## src/rtl/dr_pkg.sv

```systemverilog
package dr_pkg;
  typedef enum logic [1:0] {
    ST_IDLE    = 2'd0,
    ST_WAIT_BE = 2'd1,
    ST_RETRY   = 2'd2,
    ST_XFER    = 2'd3
  } dr_state_e;
endpackage

```

## src/rtl/dr_capture.sv

```systemverilog
module dr_capture #(
  parameter int AW = 16,
  parameter int CW = 4
) (
  input  logic          clk,
  input  logic          rst_n,
  input  logic          load,
  input  logic [AW-1:0] in_addr,
  input  logic [CW-1:0] in_cmd,
  input  logic          in_par,
  output logic [AW-1:0] cap_addr,
  output logic [CW-1:0] cap_cmd,
  output logic          cap_par
);
  always_ff @(posedge clk or negedge rst_n) begin
    if (!rst_n) begin
      cap_addr <= '0;
      cap_cmd  <= '0;
      cap_par  <= 1'b0;
    end else if (load) begin
      cap_addr <= in_addr;
      cap_cmd  <= in_cmd;
      cap_par  <= in_par;
    end
  end
endmodule

```

## src/rtl/dr_entry.sv

```systemverilog
module dr_entry #(
  parameter int AW = 16,
  parameter int CW = 4,
  parameter int BW = 4
) (
  input  logic          clk,
  input  logic          rst_n,
  input  logic          set,
  input  logic          clr,
  input  logic [AW-1:0] req_addr,
  input  logic [CW-1:0] req_cmd,
  input  logic [BW-1:0] req_be,
  output logic          busy,
  output logic          hit
);
  logic [AW-1:0] held_addr;
  logic [CW-1:0] held_cmd;
  logic [BW-1:0] held_be;

  function automatic logic req_match(
    input logic [AW-1:0] a0, input logic [CW-1:0] c0, input logic [BW-1:0] b0,
    input logic [AW-1:0] a1, input logic [CW-1:0] c1, input logic [BW-1:0] b1);
    return (a0 == a1) && (c0 == c1) && (b0 == b1);
  endfunction

  always_ff @(posedge clk or negedge rst_n) begin
    if (!rst_n) begin
      busy      <= 1'b0;
      held_addr <= '0;
      held_cmd  <= '0;
      held_be   <= '0;
    end else if (set) begin
      busy      <= 1'b1;
      held_addr <= req_addr;
      held_cmd  <= req_cmd;
      held_be   <= req_be;
    end else if (clr) begin
      busy <= 1'b0;
    end
  end

  assign hit = busy && req_match(held_addr, held_cmd, held_be, req_addr, req_cmd, req_be);
endmodule

```

## src/rtl/dr_ctrl.sv

```systemverilog
module dr_ctrl
  import dr_pkg::*;
(
  input  logic      clk,
  input  logic      rst_n,
  input  logic      frame,
  input  logic      irdy,
  input  logic      dtq_full,
  input  logic      order_ok,
  input  logic      rdq_valid,
  input  logic      rdq_last,
  input  logic      busy,
  input  logic      hit,
  output logic      load,
  output logic      push,
  output logic      clr,
  output logic      trdy,
  output logic      stop,
  output logic      pop,
  output logic      start_xfer,
  output dr_state_e state
);
  dr_state_e nxt;

  always_comb begin
    nxt        = state;
    load       = 1'b0;
    push       = 1'b0;
    clr        = 1'b0;
    trdy       = 1'b0;
    stop       = 1'b0;
    pop        = 1'b0;
    start_xfer = 1'b0;
    case (state)
      ST_IDLE: begin
        if (frame) begin
          load = 1'b1;
          nxt  = ST_WAIT_BE;
        end
      end
      ST_WAIT_BE: begin
        if (irdy) begin
          if (!busy && !dtq_full) push = 1'b1;
          if (hit && rdq_valid && order_ok) begin
            start_xfer = 1'b1;
            nxt        = ST_XFER;
          end else begin
            nxt = ST_RETRY;
          end
        end
      end
      ST_RETRY: begin
        stop = 1'b1;
        nxt  = ST_IDLE;
      end
      ST_XFER: begin
        trdy = rdq_valid;
        stop = !rdq_valid;
        pop  = rdq_valid && irdy;
        if (!rdq_valid) begin
          nxt = ST_IDLE;
        end else if (pop && rdq_last) begin
          clr = 1'b1;
          nxt = ST_IDLE;
        end
      end
      default: nxt = ST_IDLE;
    endcase
  end

  always_ff @(posedge clk or negedge rst_n) begin
    if (!rst_n) state <= ST_IDLE;
    else        state <= nxt;
  end
endmodule

```

## src/rtl/dr_read_target.sv

```systemverilog
module dr_read_target #(
  parameter int AW = 16,
  parameter int CW = 4,
  parameter int BW = 4,
  parameter int DW = 32
) (
  input  logic          clk,
  input  logic          rst_n,
  input  logic          bus_frame,
  input  logic [AW-1:0] bus_addr,
  input  logic [CW-1:0] bus_cmd,
  input  logic          bus_par,
  input  logic          bus_irdy,
  input  logic [BW-1:0] bus_be,
  output logic          bus_trdy,
  output logic          bus_stop,
  output logic [DW-1:0] bus_data,
  input  logic          dtq_full,
  output logic          dtq_push,
  output logic [AW-1:0] dtq_addr,
  output logic [CW-1:0] dtq_cmd,
  output logic [BW-1:0] dtq_be,
  output logic          dtq_par,
  input  logic          rdq_valid,
  input  logic [DW-1:0] rdq_data,
  input  logic          rdq_last,
  output logic          rdq_pop,
  input  logic          order_ok
);
  import dr_pkg::*;

  logic          cap_load;
  logic [AW-1:0] cap_addr;
  logic [CW-1:0] cap_cmd;
  logic          cap_par;
  logic          entry_busy;
  logic          entry_hit;
  logic          entry_clr;
  logic          xfer_start;
  logic          last_pop;
  dr_state_e     state;

  dr_capture #(.AW(AW), .CW(CW)) u_cap (
    .clk(clk), .rst_n(rst_n), .load(cap_load),
    .in_addr(bus_addr), .in_cmd(bus_cmd), .in_par(bus_par),
    .cap_addr(cap_addr), .cap_cmd(cap_cmd), .cap_par(cap_par)
  );

  dr_entry #(.AW(AW), .CW(CW), .BW(BW)) u_entry (
    .clk(clk), .rst_n(rst_n), .set(dtq_push), .clr(entry_clr),
    .req_addr(cap_addr), .req_cmd(cap_cmd), .req_be(bus_be),
    .busy(entry_busy), .hit(entry_hit)
  );

  dr_ctrl u_ctrl (
    .clk(clk), .rst_n(rst_n), .frame(bus_frame), .irdy(bus_irdy),
    .dtq_full(dtq_full), .order_ok(order_ok), .rdq_valid(rdq_valid),
    .rdq_last(rdq_last), .busy(entry_busy), .hit(entry_hit),
    .load(cap_load), .push(dtq_push), .clr(entry_clr), .trdy(bus_trdy),
    .stop(bus_stop), .pop(rdq_pop), .start_xfer(xfer_start), .state(state)
  );

  assign last_pop = rdq_pop && rdq_last;
  assign dtq_addr = cap_addr;
  assign dtq_cmd  = cap_cmd;
  assign dtq_be   = bus_be;
  assign dtq_par  = cap_par;
  assign bus_data = bus_trdy ? rdq_data : '0;
endmodule

```

## config.mk

```make
export PLATFORM = sky130hd
export DESIGN_NAME = dr_read_target
export DESIGN_NICKNAME = d
export VERILOG_FILES = /design/src/rtl/dr_pkg.sv /design/src/rtl/dr_capture.sv /design/src/rtl/dr_entry.sv /design/src/rtl/dr_ctrl.sv /design/src/rtl/dr_read_target.sv
export SDC_FILE = /design/constraint.sdc
export NUM_CORES = 1
export LEC_CHECK = 0
export ABC_AREA = 0
export BUFFER_PORTS_ARGS = -buffer_cell sky130_fd_sc_hd__buf_2
export CAP_MARGIN = 20
export CELL_PAD_IN_SITES_DETAIL_PLACEMENT = 0
export CELL_PAD_IN_SITES_GLOBAL_PLACEMENT = 1
export CORE_MARGIN = 3
export CORE_UTILIZATION = 37
export DETAILED_ROUTE_END_ITERATION = 7
export GPL_TIMING_DRIVEN = 0
export PLACE_DENSITY = 0.81
export SLEW_MARGIN = 20
export SYNTH_ARGS = -nofsm -noshare
export SYNTH_HDL_FRONTEND = slang
export SYNTH_SLANG_ARGS = --single-unit
```

## constraint.sdc

```tcl
create_clock -name clk -period 3.9 [get_ports clk]
set_input_delay 0.78 -clock clk [delete_from_list [all_inputs] [get_ports clk]]
set_output_delay 0.78 -clock clk [all_outputs]
set_load 0.03 [all_outputs]
```

Word-level counts from Yosys, hierarchy flattened. Index checks and enable logic that the tools add are counted.

Multiplexer cells: 20. Equality and inequality tests: 9. Reductions and logical operators: 14.

Operator list (count): $mux 32 (1); $eq 16x16->1 (1); $mux 1 (13); $eq 4x4->1 (2); $logic_and 1x1->1 (8); $mux 2 (4); $pmux 2 s4 (1); $eq 2x2->1 const B (2); $ne 2x2->1 const B (2); $logic_not 1->1 (3); $ne 3x2->1 const B (1); $reduce_and 3->1 (1); $eq 2x1->1 const B (1); $logic_not 2->1 (1); $pmux 1 s2 (1); $reduce_bool 2->1 (1).

Output and inout port bits: 61. Register bits: 48. Input bits: 65.

Longest topological paths before layout.
Depth after elaboration: 9. Depth in mapped cells: 6. Depth with buffers taken out: 4.

Cells and area by module. A second synthesis with hierarchy kept.

Cells, all modules: 190. Area, all modules: 2506.2 µm².

Modules (own cells, without submodules): dr_entry (area each 1191.1 µm², cells an instance 87, times used 1, sequential area each 625.6 µm²); dr_capture (area each 859.6 µm², cells an instance 44, times used 1, sequential area each 525.5 µm²); dr_read_target (area each 285.3 µm², cells an instance 39, times used 1, sequential area each 0.0 µm²); dr_ctrl (area each 170.2 µm², cells an instance 20, times used 1, sequential area each 50.0 µm²).

Least setup slack after synthesis. OpenSTA, ideal clock, no wires.

Kind: input to output. Start: input port rdq_valid. End: output port bus_data[22]. Data required time: 3120 ps. Arrival time: 1686 ps. Buffers on the path: 2. Setup slack: 1434 ps. Stages on the path: 4. Cell sequence: and3_1 clkbuf_1 buf_2 and2_1.

Cells in the longest elaborated chain, start to end: 2.

Ends and longest elaborated chain: from (decl) (RTL line dr_read_target.sv:24) `input logic rdq_valid,`; $mux 1 (RTL line dr_ctrl.sv:34) `case (state)`; net bus_trdy (RTL line dr_read_target.sv:15) `output logic bus_trdy,`; $mux 32 (RTL line dr_read_target.sv:68) `assign bus_data = bus_trdy ? rdq_data : '0;`; to (decl) (RTL line dr_read_target.sv:17) `output logic [DW-1:0] bus_data,`.

The timed path passes the listed nets, and every way through them passes these cells.

Worst setup path in the final report.
Start: input port rdq_valid. End: output port bus_data[21].

Cells in the longest elaborated chain, start to end: 2.

Ends and longest elaborated chain (RTL line): $mux 1 (dr_ctrl.sv:34); $mux 32 (dr_read_target.sv:68).

Every way passes these cells.

==> results.cfg <==
[die]
effective_utilization_at_floorplan = 0.385
dieArea_um2 = 7690
die_y_um = 87.7
floorplan.core_area_um2 = 6420
rows = 29
design.portCount = 126
fp.dieW_um = 87.7

[detailed_routing]
first_pass_iters = 4
drtIter0Drc = 53
drt-vias-per-instance = 4.63
drc = 0
wl_per_cell_um = 13.4
wl_um = 5400
dr_total_vias = 1863
detail-route-antenna-nets = 0

[layout]
area_growth_pct = 34.4
fillerInstances = 596
number_of_standard_cells_in_the_final_layout_excluding_fillers = 402
layout_common_cells = 127 x buf_2, 48 x dfrtp_1, 33 x and2_1, 27 x mux2_2, 24 x xor2_1
leading_cell_type_in_the_layout_fill_and_taps_excluded = buf_2
fin_nets = 389
antennaDiodeCount = 0
post-route-cell-area_um2 = 3320
drive_above_1_share = 0.588

[pwr]
power_frac_seq = 0.391
switching_power_mw = 0.985
cellLeakagePower_nw = 1.81
comb_power_share = 0.454
p_clk_frac = 0.155
power_mw = 2.49
internal_power_mw = 1.51
swShare = 0.395
vdd.ir_drop.worst_mv = 0.484
power.density_nw_per_um2 = 751

[timing]
timing.fmax_mhz = 365
slew_headroom = 0.606
layout_worst_path_cycle_share = 0.703
worst_clock_skew_ns = 0.00663
final_max_slew_viol_count = 0
layout_min_cycle_time_ns = 2.74
fin_tns_setup_ns = 0
finalHoldViolations = 0
worst_slew_pin_slew_ns = 0.591
worst_hold_slack_ns = 0.483
rsz_0062_raised_after_global_routing = false
setup_viol = 0

[synth]
post_synth_inst_count = 192
seq_area_frac_synth = 0.486
yosys_warnings = 0
synth_cell_type_count = 24
ys_ff_latch = 48
syn_avg_cell_area_um2 = 12.9
synth_flop_cell = dfrtp_1
synth.largest_area_cell = dfrtp_1
synth_async_sr_flop_share = 1.00
synth_fp_nets = 257
synth_area_um2 = 2470
synth-edff-count = 0
synth_top_area_frac = 0.486
yosys-top-cells-area = dfrtp_1 49%, mux2_2 12%, mux2_4 11%

[clock_tree]
hold_buffer_count_at_cts = 0
clkLatencyLatePin_ns = 0.30
clock_pin_slew_on_the_worst_setup_and_hold_paths_ns = 0.09
clk_root_buffer_cell = clkbuf_8
ctsResizeCount = 0
post_cts.repair.setup_buffers = 0
max-clock-path-buffers = 2
cts_tree = done
h-tree-depth = 2
cts_inserted_buffers = 5
cts_num_sinks = 48

[grt]
grt_antenna_before_repair = 0
grt.met3_usage = 0.0395
gr-max-usage-layer = met2
met1_usage = 0.164
maximum_number_of_pins_on_one_net_before_global_route_repair = 49
grt_first_pass_wirelength_um = 8270
globalRouteOverflowTotal = 0
use_met2 = 0.247
first_global_vias = 1726
groute.usage.overall = 0.140

[setup_path]
criticalPathCategory = in -> out
critical-path-max-stage-delay_ns = 0.28
worst_path_dominant_cell_family = buffers and inverters
critical_path_slowest_stage_cell = clkbuf_1
crit_chain = buf_2, and3_1, clkbuf_1, clkbuf_1, and2_1, buf_2
worst-path-buf-inv = 4
data_arrival_critical_path_ns = 1.96
worst_ep_required_ns = 3.12
cp-end-kind = primary output
timing.critical_path.fanout_max = 10
start_kind = primary input

[placed_design]
placement.io_buffers = 125
place_hpwl_um = 4250
gp_congestion = 0.705
post-place-cells = 394
post_dp_cell_area_um2 = 3190

[job]
cap_violations = 0

[min_path]
hp-class = in -> async

[status]
run_status = finished clean
[worst paths after layout]
| check | from | end | slack [ns] | cells after the start |
|---|---|---|---|---|
| worst min register to register | u_cap.cap_par | u_cap.cap_par | 0.52 | 1 |
| min in group clk | u_cap.cap_par | u_cap.cap_par | 0.52 | 1 |
| worst max register to register | u_ctrl.state[0] | u_cap.cap_addr[1] | 2.22 | 3 |
| worst min-delay path | rst_n | u_cap.cap_addr[11] | 0.48 | 1 |
| worst max-delay path | rdq_valid | bus_data[21] | 1.16 | 6 |
| max in group asynchronous | rst_n | u_cap.cap_cmd[3] | 3.01 | 1 |
[power groups by stage]
stage          combinational, mW  sequential [mW]  clock, mW
2_1_floorplan              0.642             1.17          0
3_5_place_dp                1.15            0.988          0
3_3_place_gp                1.14            0.973          0
6_report                    1.13            0.975      0.387
5_1_grt                     1.23             1.02      0.422
4_1_cts                     1.15            0.980      0.397
[metal layers]
metal | vias to the layer above | part of all wire
li1 | 909 | -
met1 | 849 | 0.42
met2 | 98 | 0.47
met3 | 7 | 0.099
met4 | 0 | 0.014
met5 | - | 0
[sequential cells by signal (all words and copies together), names as in the netlist]
register	cells
u_cap.cap_addr	16
u_cap.cap_cmd	4
u_cap.cap_par	1
u_ctrl.state	2
u_entry.busy	1
u_entry.held_addr	16
u_entry.held_be	4
u_entry.held_cmd	4
[Yosys cell counts (3+ instances only)]
| master | instances |
|---|---|
| clkbuf_1 | 3 |
| and2_1 | 33 |
| nand2_1 | 4 |
| buf_4 | 4 |
| buf_6 | 3 |
| xor2_1 | 24 |
| mux2_2 | 27 |
| buf_2 | 3 |
| nor4_1 | 6 |
| mux2_4 | 18 |
| dfrtp_1 | 48 |
[worst reg2reg max path, delay by kind of cell (launching register included)]
family                 cells  cell delay, ns
DFF                        1            0.48
buffers and inverters      1            0.35
muxes                      1            0.38
and+or+nand+nor            1            0.36
[kinds of logic after synthesis]
group	Yosys count	share of synthesized area
multiplexers	45	0.233
AND/OR/NAND/NOR	54	0.141
AO/OA/AOI/OAI	6	0.0152
XOR/XNOR	24	0.0851
buffers and inverters	15	0.0395
flip-flops	48	0.486
[per-stage QoR]
stage                     worst slack (ns)   util
after floorplan                       1.43      -
after global placement                1.13  0.497
after detailed placement              1.11  0.497
after CTS                             1.11  0.517
after global routing                 0.986  0.517
final                                 1.16  0.517
[cell type report]
| class | instances | area (um^2) | share of cell area |
|---|---|---|---|
| Sequential cell | 48 | 1200 | 0.362 |
| Multi-Input combinational cell | 129 | 1170 | 0.353 |
| Timing Repair Buffer | 125 | 628 | 0.189 |
| Clock buffer | 7 | 96.3 | 0.0290 |
| Tap cell | 77 | 96.3 | 0.0290 |
| Buffer | 13 | 90.1 | 0.0271 |
| Clock inverter | 1 | 30.0 | 0.00904 |
| Inverter | 2 | 7.51 | 0.00226 |
(Power assumes the default switching activity.)
